`config.mk`:
```
export PLATFORM = sky130hd
export DESIGN_NAME = drv_fault_supervisor
export DESIGN_NICKNAME = d
export VERILOG_FILES = /design/src/rtl/drv_fault_pkg.sv /design/src/rtl/dfs_reset_sync.sv /design/src/rtl/dfs_sync.sv /design/src/rtl/dfs_oc_channel.sv /design/src/rtl/drv_fault_supervisor.sv
export SDC_FILE = /design/constraint.sdc
export NUM_CORES = 1
export LEC_CHECK = 0
export CAP_MARGIN = 5
export CELL_PAD_IN_SITES_DETAIL_PLACEMENT = 0
export CELL_PAD_IN_SITES_GLOBAL_PLACEMENT = 1
export CORE_ASPECT_RATIO = 0.75
export CORE_MARGIN = 4
export CORE_UTILIZATION = 39
export DETAILED_ROUTE_END_ITERATION = 7
export GPL_ROUTABILITY_DRIVEN = 0
export PLACE_DENSITY = 0.64
export SYNTH_ARGS = -nofsm -noshare
export SYNTH_HDL_FRONTEND = slang
export SYNTH_SLANG_ARGS = --single-unit
```
`constraint.sdc`:
```
create_clock -name clk -period 6.22 [get_ports clk]
set_input_delay 1.244 -clock clk [delete_from_list [all_inputs] [get_ports clk]]
set_output_delay 1.244 -clock clk [all_outputs]
set_load 0.05 [all_outputs]
```
`src/rtl/drv_fault_pkg.sv`:
```
package drv_fault_pkg;
  localparam int unsigned DEF_NCH      = 8;
  localparam int unsigned DEF_QUAL_CYC = 250;
  localparam int unsigned SYNC_STAGES  = 2;

  function automatic int unsigned cnt_width(input int unsigned limit);
    return (limit < 2) ? 1 : $clog2(limit + 1);
  endfunction
endpackage

```
`src/rtl/dfs_reset_sync.sv`:
```
module dfs_reset_sync (
  input  logic clk,
  input  logic rst_n,
  output logic rst_sync_n
);
  logic [1:0] stg_q;

  always_ff @(posedge clk or negedge rst_n) begin
    if (!rst_n) stg_q <= 2'b00;
    else        stg_q <= {stg_q[0], 1'b1};
  end

  assign rst_sync_n = stg_q[1];
endmodule

```
`src/rtl/dfs_sync.sv`:
```
module dfs_sync #(
  parameter int unsigned W = 1
) (
  input  logic         clk,
  input  logic         rst_n,
  input  logic [W-1:0] d_async,
  output logic [W-1:0] q_sync
);
  logic [W-1:0] meta_q;
  logic [W-1:0] stab_q;

  always_ff @(posedge clk or negedge rst_n) begin
    if (!rst_n) begin
      meta_q <= '0;
      stab_q <= '0;
    end else begin
      meta_q <= d_async;
      stab_q <= meta_q;
    end
  end

  assign q_sync = stab_q;
endmodule

```
`src/rtl/dfs_oc_channel.sv`:
```
module dfs_oc_channel #(
  parameter int unsigned QUAL_CYC = 250
) (
  input  logic clk,
  input  logic rst_n,
  input  logic oc_s,
  input  logic clr,
  output logic tripped
);
  import drv_fault_pkg::*;
  localparam int unsigned CW = cnt_width(QUAL_CYC);
  localparam logic [CW-1:0] LAST = CW'(QUAL_CYC - 1);

  logic [CW-1:0] cnt_q, cnt_d;
  logic          trip_q, trip_d;
  logic          cnt_en;

  // Counting is only meaningful while unlatched and not cleared.
  assign cnt_en = oc_s && !trip_q && !clr;

  always_comb begin
    cnt_d  = cnt_q;
    trip_d = trip_q;
    if (clr) begin
      cnt_d  = '0;
      trip_d = 1'b0;
    end else if (cnt_en) begin
      if (cnt_q == LAST) begin
        cnt_d  = '0;
        trip_d = 1'b1;
      end else begin
        cnt_d = cnt_q + 1'b1;
      end
    end else begin
      cnt_d = '0;
    end
  end

  always_ff @(posedge clk or negedge rst_n) begin
    if (!rst_n) begin
      cnt_q  <= '0;
      trip_q <= 1'b0;
    end else begin
      cnt_q  <= cnt_d;
      trip_q <= trip_d;
    end
  end

  assign tripped = trip_q;

  // a latch survives until a clear
  a_r5_latch_holds: assert property (@(posedge clk) disable iff (!rst_n)
    (trip_q && !clr) |=> trip_q);
  // a clear always empties the latch
  a_r6_clear_empties: assert property (@(posedge clk) disable iff (!rst_n)
    clr |=> !trip_q);
  // a latch only appears after an overcurrent sample without clear
  a_r2_trip_needs_oc: assert property (@(posedge clk) disable iff (!rst_n)
    $rose(trip_q) |-> ($past(oc_s) && !$past(clr)));
endmodule

```
`src/rtl/drv_fault_supervisor.sv`:
```
module drv_fault_supervisor #(
  parameter int unsigned NCH      = drv_fault_pkg::DEF_NCH,
  parameter int unsigned QUAL_CYC = drv_fault_pkg::DEF_QUAL_CYC
) (
  input  logic           clk,
  input  logic           rst_n,
  input  logic [NCH-1:0] oc_raw,
  input  logic           ot_raw,
  input  logic           uv_raw,
  input  logic           en_rst,
  output logic [NCH-1:0] ch_off,
  output logic           glob_off,
  output logic           flag_n
);
  localparam int unsigned SW = NCH + 3;

  logic           rst_i_n;
  logic [SW-1:0]  raw_bus, sync_bus;
  logic [NCH-1:0] oc_s;
  logic           ot_s, uv_s, en_s;
  logic           clr_all;
  logic [NCH-1:0] trip;

  dfs_reset_sync u_rst (
    .clk        (clk),
    .rst_n      (rst_n),
    .rst_sync_n (rst_i_n)
  );

  assign raw_bus = {en_rst, uv_raw, ot_raw, oc_raw};

  dfs_sync #(.W(SW)) u_sync (
    .clk     (clk),
    .rst_n   (rst_i_n),
    .d_async (raw_bus),
    .q_sync  (sync_bus)
  );

  assign oc_s = sync_bus[NCH-1:0];
  assign ot_s = sync_bus[NCH];
  assign uv_s = sync_bus[NCH+1];
  assign en_s = sync_bus[NCH+2];

  // Undervoltage is folded into the enable/reset path.
  assign clr_all = en_s | uv_s;

  for (genvar g = 0; g < NCH; g++) begin : g_ch
    dfs_oc_channel #(.QUAL_CYC(QUAL_CYC)) u_ch (
      .clk     (clk),
      .rst_n   (rst_i_n),
      .oc_s    (oc_s[g]),
      .clr     (clr_all),
      .tripped (trip[g])
    );
  end

  assign glob_off = clr_all | ot_s;
  assign ch_off   = trip | {NCH{glob_off}};
  assign flag_n   = ~((|trip) | ot_s);

  // over-temperature turns everything off and pulls the flag
  a_r7_ot_all_off: assert property (@(posedge clk) disable iff (!rst_i_n)
    ot_s |-> ((&ch_off) && !flag_n));
  // undervoltage empties the latches, so only heat can hold the flag low
  a_r8_uv_no_flag: assert property (@(posedge clk) disable iff (!rst_i_n)
    uv_s |=> (flag_n || ot_s));
  // enable/reset high forces every channel off
  a_r6_en_all_off: assert property (@(posedge clk) disable iff (!rst_i_n)
    en_s |-> ((&ch_off) && glob_off));
  // nothing is latched right after reset release
  a_r1_clean_start: assert property (@(posedge clk)
    $rose(rst_i_n) |-> (trip == '0));
endmodule

```
==> impl_metrics.yaml, run 1 <==
detailed_routing:
  dr.first_iter.drc_count: 111
  drt-pass1-iter-count: 4
  drtAntennaViolNets: 0
  drt-vias-per-instance: 5.127
  num_vias: 2953
  routed_wl_mm: 8.055
  post-route-drc-count: 0
  wl_per_cell_um: 13.98
cts:
  clockBufferDepth: 2
  worstSkewPairLatency_ps: 340
  cts_setup_buffers: 0
  cts_hold_buf: 0
  cts.sinks: 96
  clockRootBuffer: "clkbuf_16"
  clkTransAtPathRegs_ps: 60
  htree_levels: 3
  numCtsBuffers: 9
  cts_resized: 0
  cts_tree: "done"
logic_synthesis:
  ys_ff_latch: 96
  syn_inst: 399
  yosysWarnings: 0
  async_reset_ff_frac: 1.000
  avgSynthCellArea_um2: 11.10
  yosysTopAreaCell: "dfrtp_1"
  syn_area_um2: 4430
  synth-edff-count: 0
  yosys.cell_types.count: 28
  synth_ff_type: "dfrtp_1"
  synth_nets: 428
  synth.top_cell.area_share: 0.5422
  seq_area_frac_synth: 0.5422
  synthTopCellsByArea: "dfrtp_1 (54%), ha_1 (4.5%), nand3_1 (3.6%)"
critical_path:
  start_kind: "register"
  r2r-start: "u_sync.q_sync[9]"
  endpoint_kind: "output port"
  startpoint: "u_sync.q_sync[9]"
  reg2reg_to: "g_ch[6].u_ch.cnt_q[4]"
  reg2reg_depth: 3
  crit_path_max_fanout: 10
  r2r_setup_slack_ps: 4700
  crit_arrival_ps: 2440
  critPathRequiredTime_ps: 4980
  crit_type: "reg -> out"
pwr:
  p_sw_mw: 0.2638
  vdd_drop_max_mv: 0.1293
  power_leakage_nw: 2.117
  p_clk_frac: 0.428
  cellPowerDensity_nw_per_um2: 239.6
  p_seq_frac: 0.528
  combinationalPowerShare: 0.045
  total_power_mw: 1.226
  internal-power_mw: 0.9619
  p_sw_frac: 0.2152
floorplanning:
  start_util: 0.4019
  die_w_um: 131.1
  rows: 33
  dieArea_um2: 13150
  pin_count: 23
  die_y_um: 100.3
  coreArea_um2: 11020
final_layout:
  layout.nets: 460
  areaGrowthSynthToFinish_pct: 15.48
  layout_commonest_cell: "dfrtp_1"
  mostFrequentLayoutCells: "dfrtp_1 (95), nor2_1 (41), nand3_1 (32), nand2_1 (25), inv_1 (24)"
  drive_gt1_frac: 0.1101
  antenna-diode-count: 0
global_route:
  grt_pass1_wl_mm: 13.77
  grt_use_total: 0.1341
  grt.overflow.total: 0
  antenna_found_initial: 0
  grt_pass1_vias: 2807
  grt_max_degree: 74
place:
  port_buffers: 22
  dp_hpwl_mm: 5.818
timing:
  worst_slew_pin_slew_ps: 918.8
  fin_setup_tns_ps: 0
  period_needed_ps: 3685
  hold_viol: 0
  rsz0062_at_grt: "no"
  finalSetupViolCount: 0
  final.period_utilization: 0.5924
  drv_slew: 0
  maxSlewHeadroom: 0.3875
  finalClockSkew_ps: 4.578
  max_freq_mhz: 271.4
run_status:
  status: "completed"
flow_run:
  drv_cap: 0
min_path:
  hp-class: "reg -> async"
==> flip-flops by register name, indices dropped and copies added (netlist names) <==
register           flops
u_sync.meta_q         11
g_ch.u_ch.cnt_q       64
u_sync.q_sync         11
g_ch.u_ch.tripped      8
u_rst.stg_q            2
==> synthesized netlist by cell type, types with 9 or more instances <==
master / n
dfrtp_1: 96
or3_1: 9
nor2_1: 41
xor2_1: 16
nand2_1: 25
inv_1: 24
nand3_1: 32
a311oi_1: 10
ha_1: 16
a21oi_1: 10
a31oi_1: 14
==> cell families (layout without fill, tap and decap cells) <==
logic type	after synthesis	count (layout)	synth area share
XOR/XNOR	24	24	0.04744
AND/OR/NAND/NOR	178	178	0.2271
AO/OA/AOI/OAI	58	58	0.1152
adder cells (fa/ha/maj)	16	16	0.04518
buffers and inverters	26	63	0.02203
flip-flops	96	96	0.5422
other	1	1	0.0008464
==> through the flow <==
stage / std cells / setup WS (ps) / instance area [um^2] / hold slack, ps / util
2_1_floorplan: 399 / 2817 / 4431 / 331.2 / -
3_3_place_gp: 560 / 2925 / 4830 / 214.9 / 0.4381
3_5_place_dp: 560 / 2879 / 4830 / 219.5 / 0.4381
4_1_cts: 576 / 2500 / 5116 / 223.6 / 0.4641
5_1_grt: 576 / 2461 / 5116 / 238.3 / 0.4641
6_report: 576 / 2535 / 5116 / 209.8 / 0.4641
==> final cells by class <==
class,instances,area (um^2)
clock buffer,14,274.0
multi-input combinational,277,1931
fill,1005,5908
clock inverter,2,12.51
inverter,24,90.09
sequential,96,2406
timing repair buffer,23,227.7
tap,140,175.2
==> worst max-delay path, cell delays in order (launching register included) <==
cell	delay [ps]
dfrtp_1	500
or3_1	540
or2_2	350
clkdlybuf4s50_1	710
==> worst max-delay path by stage <==
| stage | endpoint | cells past startpoint | slack [ps] |
|---|---|---|---|
| finish | ch_off[2] | 3 | 2540 |
| global route | ch_off[2] | 3 | 2460 |
| CTS | ch_off[2] | 3 | 2500 |
| detailed placement | ch_off[2] | 3 | 2880 |
| global placement | ch_off[1] | 3 | 2920 |
| floorplan | flag_n | 3 | 2820 |
==> metal layers <==
layer  global-route usage  share of wire
met5                    0              0
met4              0.04980          0.015
met3              0.04096          0.030
met2               0.1977           0.44
met1               0.1858           0.51
==> power by group through the flow <==
stage               Clock [mW]  Sequential, mW  Combinational (mW)
floorplan                    0           0.661              0.0287
global placement             0           0.658              0.0564
detailed placement           0           0.659              0.0567
CTS                      0.544           0.647              0.0567
global route             0.569           0.648              0.0609
finish                   0.524           0.647              0.0548
Power figures use the tool's default switching activity.
==> run 2, diff against run 1 <==
==> constraint.sdc (replaced) <==
create_clock -name clk -period 3.8 [get_ports clk]
set_input_delay 0.76 -clock clk [delete_from_list [all_inputs] [get_ports clk]]
set_output_delay 0.76 -clock clk [all_outputs]
set_load 0.05 [all_outputs]
==> impl_metrics.yaml, run 2 (synthesis results as in run 1) <==
cts:
  clkTransAtPathRegs_ps: 60
  cts.sinks: 96
  cts_tree: "done"
  worstSkewPairLatency_ps: 340
  cts_hold_buf: 0
  clockRootBuffer: "clkbuf_16"
  cts_resized: 0
  cts_setup_buffers: 0
  numCtsBuffers: 9
  clockBufferDepth: 2
  htree_levels: 3
min_path:
  hp-class: "reg -> async"
critical_path:
  critPathRequiredTime_ps: 3040
  reg2reg_to: "g_ch[7].u_ch.cnt_q[4]"
  start_kind: "register"
  reg2reg_depth: 3
  crit_type: "reg -> out"
  crit_arrival_ps: 2430
  crit_path_max_fanout: 10
  r2r-start: "u_sync.q_sync[9]"
  endpoint_kind: "output port"
  r2r_setup_slack_ps: 2270
pwr:
  cellPowerDensity_nw_per_um2: 394.3
  total_power_mw: 2.018
  p_clk_frac: 0.431
  power_leakage_nw: 2.123
  p_sw_mw: 0.4324
  vdd_drop_max_mv: 0.2196
  internal-power_mw: 1.586
  p_seq_frac: 0.525
  p_sw_frac: 0.2142
  combinationalPowerShare: 0.045
floorplanning:
  pin_count: 23
  start_util: 0.4019
  coreArea_um2: 11020
  dieArea_um2: 13150
  die_w_um: 131.1
  rows: 33
  die_y_um: 100.3
final_layout:
  design_area_um2: 5119
  areaGrowthSynthToFinish_pct: 15.53
  mostFrequentLayoutCells: "dfrtp_1 (95), nor2_1 (41), nand3_1 (32), nand2_1 (25), inv_1 (24)"
  finalNonFillerCells: 577
  largest_reg_flops: 64
  layout.nets: 461
  regMostFlops: "g_ch.u_ch.cnt_q"
  drive_gt1_frac: 0.1098
  layout_commonest_cell: "dfrtp_1"
  antenna-diode-count: 0
timing:
  fin_setup_tns_ps: 0
  hold_viol: 0
  final.period_utilization: 0.8399
  setup_ws_ps: 608.2
  max_freq_mhz: 313.3
  drv_slew: 0
  finalSetupViolCount: 0
  worst_slew_pin_slew_ps: 510.1
  rsz0062_at_grt: "no"
  maxSlewHeadroom: 0.6588
  period_needed_ps: 3192
  finalClockSkew_ps: 5.050
global_route:
  grt_max_degree: 38
  grt_pass1_vias: 2894
  antenna_found_initial: 0
  grt.overflow.total: 0
  grt_use_total: 0.1340
  grt_pass1_wl_mm: 13.94
detailed_routing:
  num_vias: 2985
  wl_per_cell_um: 14.09
  dr.first_iter.drc_count: 97
  post-route-drc-count: 0
  drt-vias-per-instance: 5.173
  routed_wl_mm: 8.129
  drtAntennaViolNets: 0
  drt-pass1-iter-count: 4
flow_run:
  drv_cap: 0
place:
  pre_cts_slack_ps: 950.7
  dp_hpwl_mm: 5.854
  dpl_cell_area_um2: 4837
  placed_cells: 561
  port_buffers: 22
run_status:
  status: "completed"
==> run 2: cell types whose count changed in the layout (fill, tap and decap cells not counted), sizes merged <==
cell / before / now
buf: 1 / 2
bufinv: 0 / 1
clkinvlp: 1 / 0
clkinv: 1 / 3
clkbuf: 14 / 12
==> run 2: final cells by class <==
class / instances / area (um^2)
fill: 1009 / 5906
sequential: 96 / 2406
multi-input combinational: 277 / 1931
clock buffer: 12 / 236.5
timing repair buffer: 24 / 235.2
tap: 140 / 175.2
inverter: 24 / 90.09
clock inverter: 4 / 45.04
==> run 2: power groups by stage <==
stage	registers, mW	logic (mW)	clock network [mW]
global route	1.06	0.100	0.944
global placement	1.08	0.0926	0
detailed placement	1.08	0.0928	0
floorplan	1.08	0.0470	0
CTS	1.06	0.0928	0.903
finish	1.06	0.0901	0.869
==> run 2: through the flow <==
step	hold slack (ps)	util
2_1_floorplan	331.2	-
3_3_place_gp	231.8	0.4388
3_5_place_dp	237.0	0.4388
4_1_cts	236.6	0.4643
5_1_grt	257.9	0.4643
6_report	221.5	0.4643
==> run 2: metal layers <==
layer / global-route usage / wire (um) / part of all wire / vias to the layer above
met3: 0.03883 / 348 / 0.043 / 10
met5: 0 / 0 / 0 / -
met4: 0.04269 / 114 / 0.014 / 0
met1: 0.1908 / 4060 / 0.50 / 1439
li1: - / - / - / 1495
met2: 0.1970 / 3605 / 0.44 / 41
==> run 2: how the worst max path moves through the flow <==
stage / start / to / slack (ps) / depth (start not counted)
2_1_floorplan: g_ch[6].u_ch.tripped / flag_n / 880 / 3
3_3_place_gp: u_sync.q_sync[9] / ch_off[1] / 990 / 3
3_5_place_dp: u_sync.q_sync[9] / ch_off[1] / 950 / 3
4_1_cts: u_sync.q_sync[9] / ch_off[2] / 580 / 3
5_1_grt: u_sync.q_sync[9] / ch_off[2] / 490 / 3
6_report: u_sync.q_sync[9] / ch_off[1] / 610 / 3
==> run 2: worst max-delay path, cell delays in order, from the launching register on <==
cell,delay [ps]
dfrtp_1,510
or3_1,540
or2_2,340
clkdlybuf4s50_1,710
